--- src/rtl/arith_pkg.sv ---
package arith_pkg;
  typedef enum logic [1:0] {
    OP_MUL = 2'b00,
    OP_DIV = 2'b01,
    OP_MAC = 2'b10,
    OP_RSV = 2'b11
  } op_e;

  localparam int ADR_CTRL = 0;
  localparam int ADR_A_LO = 1;
  localparam int ADR_A_HI = 2;
  localparam int ADR_B_LO = 3;
  localparam int ADR_B_HI = 4;
  localparam int ADR_FLAG = 5;
endpackage

--- src/rtl/arith_regs.sv ---
module arith_regs
  import arith_pkg::*;
#(
  parameter int OPW = 16,
  parameter int AW  = 3
) (
  input  logic           clk,
  input  logic           rst,
  input  logic           wr_en,
  input  logic [AW-1:0]  wr_addr,
  input  logic [7:0]     wr_data,
  input  logic           busy,
  output op_e            op,
  output logic [OPW-1:0] opa,
  output logic [OPW-1:0] opb_start,
  output logic           start,
  output logic           clear
);
  localparam int HIW = OPW - 8;

  logic [OPW-1:0] opb;

  logic sel_ctrl, sel_alo, sel_ahi, sel_blo, sel_bhi;
  assign sel_ctrl = wr_en && (wr_addr == AW'(ADR_CTRL));
  assign sel_alo  = wr_en && (wr_addr == AW'(ADR_A_LO));
  assign sel_ahi  = wr_en && (wr_addr == AW'(ADR_A_HI));
  assign sel_blo  = wr_en && (wr_addr == AW'(ADR_B_LO));
  assign sel_bhi  = wr_en && (wr_addr == AW'(ADR_B_HI));

  assign start     = sel_bhi && !busy;
  assign clear     = sel_ctrl && !busy;
  assign opb_start = {wr_data[HIW-1:0], opb[7:0]};

  always_ff @(posedge clk) begin
    if (rst) begin
      op  <= OP_MUL;
      opa <= '0;
      opb <= '0;
    end else begin
      if (clear)   op            <= op_e'(wr_data[1:0]);
      if (sel_alo) opa[7:0]      <= wr_data;
      if (sel_ahi) opa[OPW-1:8]  <= wr_data[HIW-1:0];
      if (sel_blo) opb[7:0]      <= wr_data;
      if (sel_bhi) opb[OPW-1:8]  <= wr_data[HIW-1:0];
    end
  end
endmodule

--- src/rtl/arith_div.sv ---
module arith_div #(
  parameter int W = 16
) (
  input  logic         clk,
  input  logic         rst,
  input  logic         load,
  input  logic         step,
  input  logic [W-1:0] dividend,
  input  logic [W-1:0] divisor,
  output logic [W-1:0] q_nxt,
  output logic [W-1:0] r_nxt
);
  logic [W-1:0] quo, rem, dvs;
  logic [W:0]   rem_sh, diff;
  logic         ge;

  always_comb begin
    rem_sh = {rem, quo[W-1]};
    diff   = rem_sh - {1'b0, dvs};
    ge     = !diff[W];
    q_nxt  = {quo[W-2:0], ge};
    r_nxt  = ge ? diff[W-1:0] : rem_sh[W-1:0];
  end

  always_ff @(posedge clk) begin
    if (rst) begin
      quo <= '0;
      rem <= '0;
      dvs <= '0;
    end else if (load) begin
      quo <= dividend;
      rem <= '0;
      dvs <= divisor;
    end else if (step) begin
      quo <= q_nxt;
      rem <= r_nxt;
    end
  end
endmodule

--- src/rtl/arith_core.sv ---
module arith_core
  import arith_pkg::*;
#(
  parameter int OPW  = 16,
  parameter int ACCW = 40
) (
  input  logic            clk,
  input  logic            rst,
  input  logic            start,
  input  logic            clear,
  input  op_e             op_in,
  input  logic [OPW-1:0]  a_in,
  input  logic [OPW-1:0]  b_in,
  output logic            busy,
  output logic [ACCW-1:0] result,
  output logic            ovf
);
  localparam int PRODW = 2 * OPW;
  localparam int CNT_W = $clog2(OPW + 1);

  op_e                    op_q;
  logic signed [OPW-1:0]  a_q, b_q;
  logic [CNT_W-1:0]       cnt;
  logic [OPW-1:0]         a_mag, q_nxt, r_nxt, q_fin, r_fin;
  logic signed [PRODW-1:0] prod;
  logic [ACCW:0]          sum;
  logic [ACCW-1:0]        res_nxt;
  logic                   last;

  assign a_mag = a_in[OPW-1] ? (~a_in + 1'b1) : a_in;
  assign last  = busy && (cnt == CNT_W'(1));

  arith_div #(.W(OPW)) u_div (
    .clk      (clk),
    .rst      (rst),
    .load     (start),
    .step     (busy),
    .dividend (a_mag),
    .divisor  (b_in),
    .q_nxt    (q_nxt),
    .r_nxt    (r_nxt)
  );

  assign prod = a_q * b_q;
  assign sum  = {result[ACCW-1], result} +
                {{(ACCW + 1 - PRODW){prod[PRODW-1]}}, prod};

  always_comb begin
    if (b_q == '0) begin
      q_fin = '0;
      r_fin = a_q;
    end else if (!a_q[OPW-1]) begin
      q_fin = q_nxt;
      r_fin = r_nxt;
    end else if (r_nxt == '0) begin
      q_fin = ~q_nxt + 1'b1;
      r_fin = '0;
    end else begin
      q_fin = ~q_nxt;
      r_fin = b_q - r_nxt;
    end
  end

  always_comb begin
    case (op_q)
      OP_DIV:  res_nxt = {{(ACCW - PRODW){1'b0}}, r_fin, q_fin};
      OP_MAC:  res_nxt = sum[ACCW-1:0];
      default: res_nxt = {{(ACCW - PRODW){1'b0}}, prod};
    endcase
  end

  always_ff @(posedge clk) begin
    if (rst) begin
      op_q   <= OP_MUL;
      a_q    <= '0;
      b_q    <= '0;
      cnt    <= '0;
      busy   <= 1'b0;
      result <= '0;
      ovf    <= 1'b0;
    end else if (start) begin
      op_q <= op_in;
      a_q  <= a_in;
      b_q  <= b_in;
      cnt  <= CNT_W'(OPW);
      busy <= 1'b1;
    end else if (busy) begin
      cnt <= cnt - 1'b1;
      if (last) begin
        busy   <= 1'b0;
        result <= res_nxt;
        if (op_q == OP_MAC && (sum[ACCW] ^ sum[ACCW-1])) ovf <= 1'b1;
      end
    end else if (clear) begin
      result <= '0;
      ovf    <= 1'b0;
    end
  end
endmodule

--- src/rtl/arith_unit.sv ---
module arith_unit
  import arith_pkg::*;
#(
  parameter int OPW  = 16,
  parameter int ACCW = 40,
  parameter int AW   = 3
) (
  input  logic          clk,
  input  logic          rst,
  input  logic          wr_en,
  input  logic [AW-1:0] wr_addr,
  input  logic [7:0]    wr_data,
  input  logic [AW-1:0] rd_addr,
  output logic [7:0]    rd_data,
  output logic          busy
);
  localparam int RES_BYTES = ACCW / 8;

  op_e             op_w;
  logic [OPW-1:0]  opa_w, opb_w;
  logic            start_w, clear_w, ovf_w;
  logic [ACCW-1:0] res_w;
  logic [7:0]      rd_nxt;

  arith_regs #(.OPW(OPW), .AW(AW)) u_regs (
    .clk       (clk),
    .rst       (rst),
    .wr_en     (wr_en),
    .wr_addr   (wr_addr),
    .wr_data   (wr_data),
    .busy      (busy),
    .op        (op_w),
    .opa       (opa_w),
    .opb_start (opb_w),
    .start     (start_w),
    .clear     (clear_w)
  );

  arith_core #(.OPW(OPW), .ACCW(ACCW)) u_core (
    .clk    (clk),
    .rst    (rst),
    .start  (start_w),
    .clear  (clear_w),
    .op_in  (op_w),
    .a_in   (opa_w),
    .b_in   (opb_w),
    .busy   (busy),
    .result (res_w),
    .ovf    (ovf_w)
  );

  always_comb begin
    rd_nxt = '0;
    for (int i = 0; i < RES_BYTES; i++)
      if (rd_addr == AW'(i)) rd_nxt = res_w[8*i +: 8];
    if (rd_addr == AW'(ADR_FLAG)) rd_nxt = {ovf_w, 7'b0};
  end

  always_ff @(posedge clk) begin
    if (rst) rd_data <= '0;
    else     rd_data <= rd_nxt;
  end
endmodule

--- config.mk ---
export PLATFORM = sky130hd
export DESIGN_NAME = arith_unit
export DESIGN_NICKNAME = d
export VERILOG_FILES = /design/src/rtl/arith_pkg.sv /design/src/rtl/arith_regs.sv /design/src/rtl/arith_div.sv /design/src/rtl/arith_core.sv /design/src/rtl/arith_unit.sv
export SDC_FILE = /design/constraint.sdc
export NUM_CORES = 1
export LEC_CHECK = 0
export ABC_AREA = 1
export BUFFER_PORTS_ARGS = -buffer_cell sky130_fd_sc_hd__buf_2
export CELL_PAD_IN_SITES_DETAIL_PLACEMENT = 0
export CELL_PAD_IN_SITES_GLOBAL_PLACEMENT = 1
export CORE_ASPECT_RATIO = 0.75
export CORE_MARGIN = 3
export CORE_UTILIZATION = 49
export DETAILED_ROUTE_END_ITERATION = 12
export GPL_ROUTABILITY_DRIVEN = 1
export MAX_ROUTING_LAYER = met4
export PLACE_DENSITY = 0.93
export SYNTH_ARGS = -nofsm -noshare
export SYNTH_HDL_FRONTEND = slang
export SYNTH_SLANG_ARGS = --single-unit
--- constraint.sdc ---
create_clock -name clk -period 9.8 [get_ports clk]
set_input_delay 1.47 -clock clk [delete_from_list [all_inputs] [get_ports clk]]
set_output_delay 1.47 -clock clk [all_outputs]
set_load 0.01 [all_outputs]
; After elaboration in Yosys (flattened, before gate mapping)
; Cells that the tools add are included.
[totals]
latchBits = 0
reg_bits = 147
wordCells = 91
rom_bits = 0
inputBits = 17
output_inout_bits = 9
ram_bits = 0
mem_count = 0
[op_classes]
add_sub_neg = 6
div_mod_pow = 0
muxes = 29
n_reduce_logical = 21
multipliers = 1
n_bitwise = 4
magnitude_cmp = 0
eq_ne = 14
n_shift = 0
[ops]
columns = cell, count
row1 = $mux 16, 10
row2 = $mux 40, 3
row3 = $pmux 40 s2, 1
row4 = $mux 8, 6
row5 = $add 40x32->41, 1
row6 = $add 16x1->16 const B, 2
row7 = $logic_not 16->1, 2
row8 = $mul 16x16->32, 1
row9 = $not 16->16, 2
row10 = $sub 17x16->17, 1
row11 = $sub 16x16->16, 1
row12 = $eq 3x2->1 const B, 4
row13 = $mux 5, 2
row14 = $eq 3x3->1 const B, 3
row15 = $logic_and 1x1->1, 9
row16 = $mux 1, 7
row17 = $eq 3x1->1 const B, 2
row18 = $logic_not 3->1, 2
row19 = $eq 5x1->1 const B, 1
row20 = $sub 5x1->5 const B, 1
row21 = $ne 2x2->1 const B, 2
row22 = $reduce_and 4->1, 1
row23 = $reduce_bool 2->1, 2
row24 = $reduce_or 2->1, 2
row25 = other kinds (6), 7

; Logic depth before layout (Yosys ltp)
; Gate-level depths: netlist (run 1).
[logic_depth]
word_depth = 10
mapped_depth = 42
depth_no_buf = 40

; By module
; A second synthesis (run 1) with hierarchy kept.
[unflattened]
hier_cells = 3936
area_unflattened_um2 = 25091.6
[by_module_without_submodules]
columns = mod, cells_per_inst, area_each_um2, instances, seq_area_each_um2
row1 = arith_core, 3093, 19842.8, 1, 1621.6
row2 = arith_div, 569, 3527.1, 1, 960.9
row3 = arith_regs, 176, 1154.9, 1, 520.5
row4 = arith_unit, 98, 566.8, 1, 160.2

; Least setup slack after synthesis (run 1)
; Ideal clock, no wire load.
[synth_timing]
path_kind = register to register
startpoint = register u_core.a_q[15]
endpoint = register u_core.result[35]
setup_ns = 0.132
path_buffers = 3
required_ns = 9.668
path_slack_ns = 2.068
arrival_ns = 7.600
path_stages_with_launch = 35
period_less_slack_ns = 7.732
path_cell_list = dfxtp_1 -> clkbuf_1 -> buf_1 -> clkbuf_1 -> nand2_1 -> fa_1 -> inv_1 -> fa_1 -> fa_1 -> fa_1 -> fa_1 -> inv_1 -> fa_1 -> inv_1 -> ha_1 -> nand2_1 -> nor4_1 -> nand3_1 -> nand3_1 -> nand3_1 -> nand2_1 -> a21oi_1 -> or2_2 -> nand2_1 -> ha_1 -> nand2_1 -> nor2_1 -> inv_1 -> o221ai_1 -> a21oi_1 -> nand2_1 -> a21o_1 -> or2_2 -> nand3_1 -> a21oi_1
[synth_between]
elab_chain_len = 5
[synth_lines]
columns = item, line
row1 = from (decl), arith_core.sv:22  ; logic signed [OPW-1:0] a_q, b_q;
row2 = from (signal assigned), arith_core.sv:83  ; a_q <= a_in;
row3 = $mul 16x16->32, arith_core.sv:44  ; assign prod = a_q * b_q;
row4 = $add 40x32->41, arith_core.sv:45  ; assign sum = {result[ACCW-1], result} +
row5 = $pmux 40 s2, arith_core.sv:65  ; case (op_q)
row6 = $mux 40, arith_core.sv:89  ; if (last) begin
row7 = $mux 40, arith_core.sv:87  ; end else if (busy) begin
row8 = to (signal assigned), arith_core.sv:91  ; result <= res_nxt;
row9 = to (decl), arith_core.sv:15  ; output logic [ACCW-1:0] result,
; Every way passes these cells. The select of a mux whose other input is x is not followed.
; A chain may end at the register's enable or synchronous reset.

; Final worst setup path (run 1)
[layout_timing]
startpoint = register u_core.b_q[1]
endpoint = register u_core.result[39]
[layout_between]
elab_chain_len = 5
[layout_lines]
columns = item, line
row1 = from (decl), arith_core.sv:22
row2 = from (signal assigned), arith_core.sv:84  ; b_q <= b_in;
row3 = $mul 16x16->32, arith_core.sv:44
row4 = $add 40x32->41, arith_core.sv:45
row5 = $pmux 40 s2, arith_core.sv:65
row6 = $mux 40, arith_core.sv:89
row7 = $mux 40, arith_core.sv:87
; Every way passes these cells. The select of a mux whose other input is x is not followed.

==> run metrics, run 1 <==
DIE AREA=0.0478 mm2; Async S/R FF share, synth=0%; Mapped Cells=3,177; Hold Vio Cnt, Final=0; Clock Tree Buf Depth=2; most frequently used flop master after synthesis=dfxtp_1; worst reg2reg path depth=29; commonest cells in the netlist=719 x inv_1, 686 x nand2_1, 265 x fa_1, 238 x a21oi_1, 194 x o21ai_0; HP Class=flop to flop; Setup Viol. Count Final=0; Largest stage delay, worst path=0.96 ns; initial antenna violation count=0; Sw Share=40.9%; pin count of the biggest net entering global routing=67; number of synthesized flops with an enable pin=0; Ys Warns=0; main combinational cell family by area after synthesis=adder cells; Reg power frac=31.7%; share of the synthesized area in the top cell type=24.0%; Diodes inserted=0; mapped cell area=0.0221 mm2; Core Footprint=0.0439 mm2; via count=20.8k; outcome=finished clean; post-synthesis compound-gate area fraction=14.6%; unrepaired setup endpoints after global routing=no; IO buf count=25; slew of the pin with the lowest slew margin=1.36 ns; Design Power=2.02 mW; Crit Path Category=flop to flop; Synth cell types=59; cell row count=66; gr ovfl total=0; power share of the clock group=33.4%; Die X=251 um; I/O pins=26; Synth Register Bits=147; PostCTS Resize Cnt=0; Logic pwr share=34.9%; height of the die=190 um; pwr dens=86.7 mW/mm2; CP required=10.10 ns; Worst-path clk slew=0.07 ns; Placer Congestion=1.03; routed length per instance=19.7 um; largest cells by area after synthesis=fa_1 24%, dfxtp_1 13%, inv_1 12%; Final #Nets=3,575; WL final=73,200 um; net switching power=826 uW; Initial Util=50.4%; clk_lat worst skew=0.45 ns; R2R Setup Slk=0.81 ns; Post-Syn Area per Cell=6.96 um2; Util after Layout=53.0%; CP Max Fanout=19; Synth Area in XOR/XNOR=2.49%; cts hold-fix bufs=0; Setup crit end kind=flop; P_leak=12.7 nW; vias in the first global route=20.4k; routed vias/inst=5.60; H-tree Lvls=4; Worst Setup SP=u_core.b_q[1]; clk root buf=clkbuf_16; setup tns final=0 ns; max_cap viols=0; slew margin rel.=8.78%; r2r startpoint=u_core.b_q[1]; DRT Pass-1 Iters=7; Simple-Gate Fraction of Synth Area=21.7%; CTS Buf Count=17; Net Count, Synth=3,621; Non-Filler Instances=3,722; Tmin final=8.99 ns; fin crit share=91.7%; # clock sinks=147; Slowest-stage cell, CP=dfxtp_1; most frequent cell after synthesis=inv_1; number of cells after detailed placement=3,690; worst setup path end=u_core.result[39]; first-pass GRT wire length=114,000 um; DP Area=0.0227 mm2; sequential area share after synthesis=13.3%; Max Fclk=111 MHz; Final Max Slew Viols=0; drc violations=0; Layout area overhead=5.33%; share of layout cells above drive strength 1=5.92%; Synth Area in Adders=33.1%; Internal Pwr Total=1.20 mW; remaining antenna violation count after routing=0; Tot GR Track Use=31.8%; CTS tree=done; post-route cell area=0.0233 mm2; CP arrival=9.29 ns; multiplexer share of the synthesized area=0%; Starting DRT DRC Count=2,168; worst ir drop on vdd=128 uV; post-synth top area cell=fa_1; Startpoint Class=flop; # Post-CTS Setup Buffers=0; Clock Skew=0.0141 ns; DP Wirelength=59,000 um; worst reg2reg endpoint=u_core.result[39]
cells by family (layout without fill, tap and decap cells):
group | Yosys count | in the layout
simple gates | 1112 | 1112
xor+xnor | 63 | 63
buf+inv | 855 | 822
fa+ha+maj | 427 | 427
flops | 147 | 147
compound gates | 573 | 573
critical path: cells and delay by family (launching register included):
kind | cells | cell delay [ns]
AOI/OAI and AO/OA | 7 | 1.29
xor gates and xnor gates | 1 | 0.96
adders and majority gates | 8 | 4.27
buffers and inverters | 6 | 0.44
DFF | 1 | 0.96
and+or+nand+nor | 7 | 0.91
flip-flops by register name, summed over array words and instances, names as in the netlist:
signal,flops
u_core.cnt,5
u_core.a_q,16
u_core.ovf,1
u_core.result,40
u_core.op_q,2
u_core.b_q,16
u_core.u_div.quo,16
rd_data,8
u_regs.opa,16
u_regs.opb,8
u_regs.op,2
u_core.busy,1
u_core.u_div.rem,16
layout make-up:
cell class | count | area (um2)
Fill cell | 4312 | 20600
Multi-Input combinational cell | 2175 | 15900
Sequential cell | 147 | 2940
Inverter | 727 | 2730
Tap cell | 578 | 723
Clock buffer | 20 | 457
Timing Repair Buffer | 63 | 410
Clock inverter | 12 | 121
cell usage in the layout (no fill, tap or decap), types with 8 or more instances in the layout:
cell type,count
inv_1,719
nand2_1,686
fa_1,265
a21oi_1,238
o21ai_0,194
ha_1,162
dfxtp_1,147
nand3_1,145
nor2_1,144
xor2_1,40
buf_4,38
nor3_1,31
nand2_2,25
buf_2,25
o211ai_1,24
xnor2_1,23
a31oi_1,23
nand4_1,17
clkbuf_16,17
a21o_1,16
or2_2,15
nor2_4,12
o21bai_1,11
nand2_4,8
o21a_1,8
o22ai_1,8
o221ai_1,8
power groups by stage:
stage	clock network (mW)	logic (mW)	registers [mW]
floorplan	0	0.517	0.634
global placement	0	0.679	0.652
detailed placement	0	0.683	0.653
CTS	0.679	0.687	0.639
global route	0.704	0.768	0.642
finish	0.674	0.705	0.641
routing by layer:
metal | global-route usage, % | share of wire [%] | vias up
met3 | 10.4 | 13 | 131
met2 | 45.7 | 41 | 978
met1 | 43.1 | 44 | 9997
met5 | - | 0 | -
li1 | - | - | 9732
met4 | 8.72 | 2.7 | 0
worst min path at each step:
stage,from,endpoint,slack (ns),cells after the start
after global routing,u_regs.opb[0],u_regs.opb[0],0.49,2
after detailed placement,u_regs.opb[0],u_core.b_q[0],0.45,2
final,u_core.cnt[1],u_core.cnt[1],0.46,2
after floorplan,u_regs.opb[6],u_core.b_q[6],0.43,2
after global placement,u_regs.opb[0],u_regs.opb[0],0.44,2
after CTS,u_core.cnt[1],u_core.cnt[1],0.46,2
stage by stage:
| stage | hold slack (ns) | worst slack [ns] |
|---|---|---|
| floorplan | 0.430 | 2.07 |
| global placement | 0.441 | 1.29 |
| detailed placement | 0.452 | 1.04 |
| CTS | 0.463 | 1.00 |
| global route | 0.491 | 0.471 |
| finish | 0.460 | 0.813 |
No activity file was read; power rests on OpenSTA's default activity.
==> run 2, diff against run 1 <==
CELL_PAD_IN_SITES_DETAIL_PLACEMENT = 1   (was 0)
SETUP_SLACK_MARGIN = 0.5   (was unset)
==> run 2 against run 1 <==
  * Clock power about the same
  * Clock-buffer cell count is 3 lower
  * Worst hold slack improved by 0.0052 ns
  * Sequential share of layout area about the same
  * Wire length is 23% higher
  * Non-clock buffer count unchanged
  * Fmax decreased by 1.8%
  * Worst setup slack worse by 0.17 ns
  * Global-route usage increased by 7.0 points
  * Die area unchanged
  * First-iteration DRC count is 3.1% higher
  * Critical path depth is 1 lower
  * Largest cell class unchanged
==> run metrics, run 2 (synthesis results as in run 1) <==
Crit Path Category=flop to flop; routed vias/inst=6.01; Largest register FFs=40; worst hold slack=0.466 ns; leading cell types in the layout, fill and taps excluded=719 x inv_1, 686 x nand2_1, 265 x fa_1; worst reg2reg path depth=28; CP Max Fanout=15; fin worst setup slack=0.647 ns; GR peak layer=met2; Initial Util=50.4%; share of layout cells above drive strength 1=6.17%; commonest non-fill, non-tap cell in the layout=inv_1; multi-input logic area=0.0159 mm2; Hold Vio Cnt, Final=0; pwr dens=88.3 mW/mm2; via count=22.4k; worst ir drop on vdd=131 uV; Setup Viol. Count Final=0; clk root buf=clkbuf_16; IO buf count=25; GRT met3 Usage=10.2%; CTS tree=done; DIE AREA=0.0478 mm2; Max Fclk=109 MHz; pre-CTS setup slack=0.634 ns; DRT Pass-1 Iters=8; outcome=finished clean; P_leak=12.7 nW; HP Class=flop to flop; Util after Layout=53.1%; hold path start=u_regs.opb[0]; cell row count=66; Most flops, register=u_core.result; hold path depth=2; slew of the pin with the lowest slew margin=1.28 ns; drc violations=0; Layout area overhead=5.41%; Layout fillers=5,827; Core Footprint=0.0439 mm2; CTS Buf Count=17; slew margin rel.=14.0%; Starting DRT DRC Count=2,235; grt met1 use=47.7%; Final Max Slew Viols=0; FF+latch area=0.00295 mm2; Tot GR Track Use=38.9%; Tmin final=9.15 ns; # Post-CTS Setup Buffers=0; Worst Hold End=u_core.b_q[0]; R2R Setup Slk=0.65 ns; cts hold-fix bufs=0; GRT met2 Usage=60.1%; r2r startpoint=u_core.a_q[15]; setup tns final=0 ns; # clock sinks=147; remaining antenna violation count after routing=0; H-tree Lvls=4; WL final=89,900 um; Placer Congestion=1.03; unrepaired setup endpoints after global routing=yes; Worst-path clk slew=0.08 ns; CP required=10.12 ns; I/O pins=26; Setup crit end kind=flop; clk_lat worst skew=0.46 ns; routed length per instance=24.1 um; gr ovfl total=0; Final #Nets=3,575; height of the die=190 um; Clock Skew=0.0142 ns; DP Wirelength=71,500 um; Largest stage delay, worst path=1.00 ns; worst reg2reg endpoint=u_core.result[39]; initial antenna violation count=2; Die X=251 um; pin count of the biggest net entering global routing=67; CP most frequent cell=fa_1; max_cap viols=0; Startpoint Class=flop; CP arrival=9.47 ns; first-pass GRT wire length=138,000 um; Slowest-stage cell, CP=fa_1; vias in the first global route=24.2k; fin crit share=93.4%; Clock Tree Buf Depth=2; PostCTS Resize Cnt=0
==> run 2: cell count changes in the layout (fill, tap and decap cells not counted), sizes merged <==
cell,before,now
bufinv,1,0
clkbuf,20,17
clkinv,8,13
clkinvlp,3,1
diode,0,3
inv,727,728
==> run 2: routing by layer <==
metal	vias to the layer above	wire [um]
met4	0	4900
li1	9746	-
met5	-	0
met3	375	9330
met2	1162	39800
met1	11096	35900
==> run 2: per-stage QoR <==
step           instance area [um2]  power [mW]  cells
2_1_floorplan                22100        1.15   3177
5_1_grt                      23300        2.15   3724
3_3_place_gp                 22700        1.33   3690
4_1_cts                      23300        2.03   3722
3_5_place_dp                 22700        1.36   3690
6_report                     23300        2.06   3725
==> run 2: power by group <==
| part | total, mW | leakage (nW) | switching (mW) | internal (mW) |
|---|---|---|---|---|
| Combinational | 0.741 | 11.2 | 0.523 | 0.217 |
| Clock | 0.675 | 0.281 | 0.338 | 0.337 |
| Sequential | 0.643 | 1.19 | 0.0315 | 0.612 |
| Total | 2.06 | 12.7 | 0.893 | 1.17 |
==> run 2: area by class of cell <==
type	instances	share of cell area [%]
clock buffer	17	1.82
inverter	727	11.7
clock inverter	15	0.633
multi-input combinational	2175	68.3
timing repair buffer	63	1.76
antenna	3	0.0322
tap	578	3.10
sequential	147	12.7
==> run 2: worst max-delay path by stage <==
stage              startpoint                end  slack [ns]  cells after the start
3_5_place_dp    u_core.b_q[1]  u_core.result[39]        0.63                     29
4_1_cts         u_core.b_q[1]  u_core.result[39]        0.58                     31
2_1_floorplan  u_core.a_q[15]  u_core.result[35]        2.07                     34
6_report       u_core.a_q[15]  u_core.result[39]        0.65                     28
5_1_grt         u_core.b_q[6]  u_core.result[39]        0.48                     33
3_3_place_gp    u_core.b_q[1]  u_core.result[39]        1.29                     28
==> run 2: worst max-delay path: cells and delay by family (launching register included) <==
kind                       cells  cell delay (ns)
buffers and inverters          3             0.27
adders and majority gates      8             4.36
DFF                            1             0.75
and+or+nand+nor               10             2.00
AOI/OAI and AO/OA              7             1.59
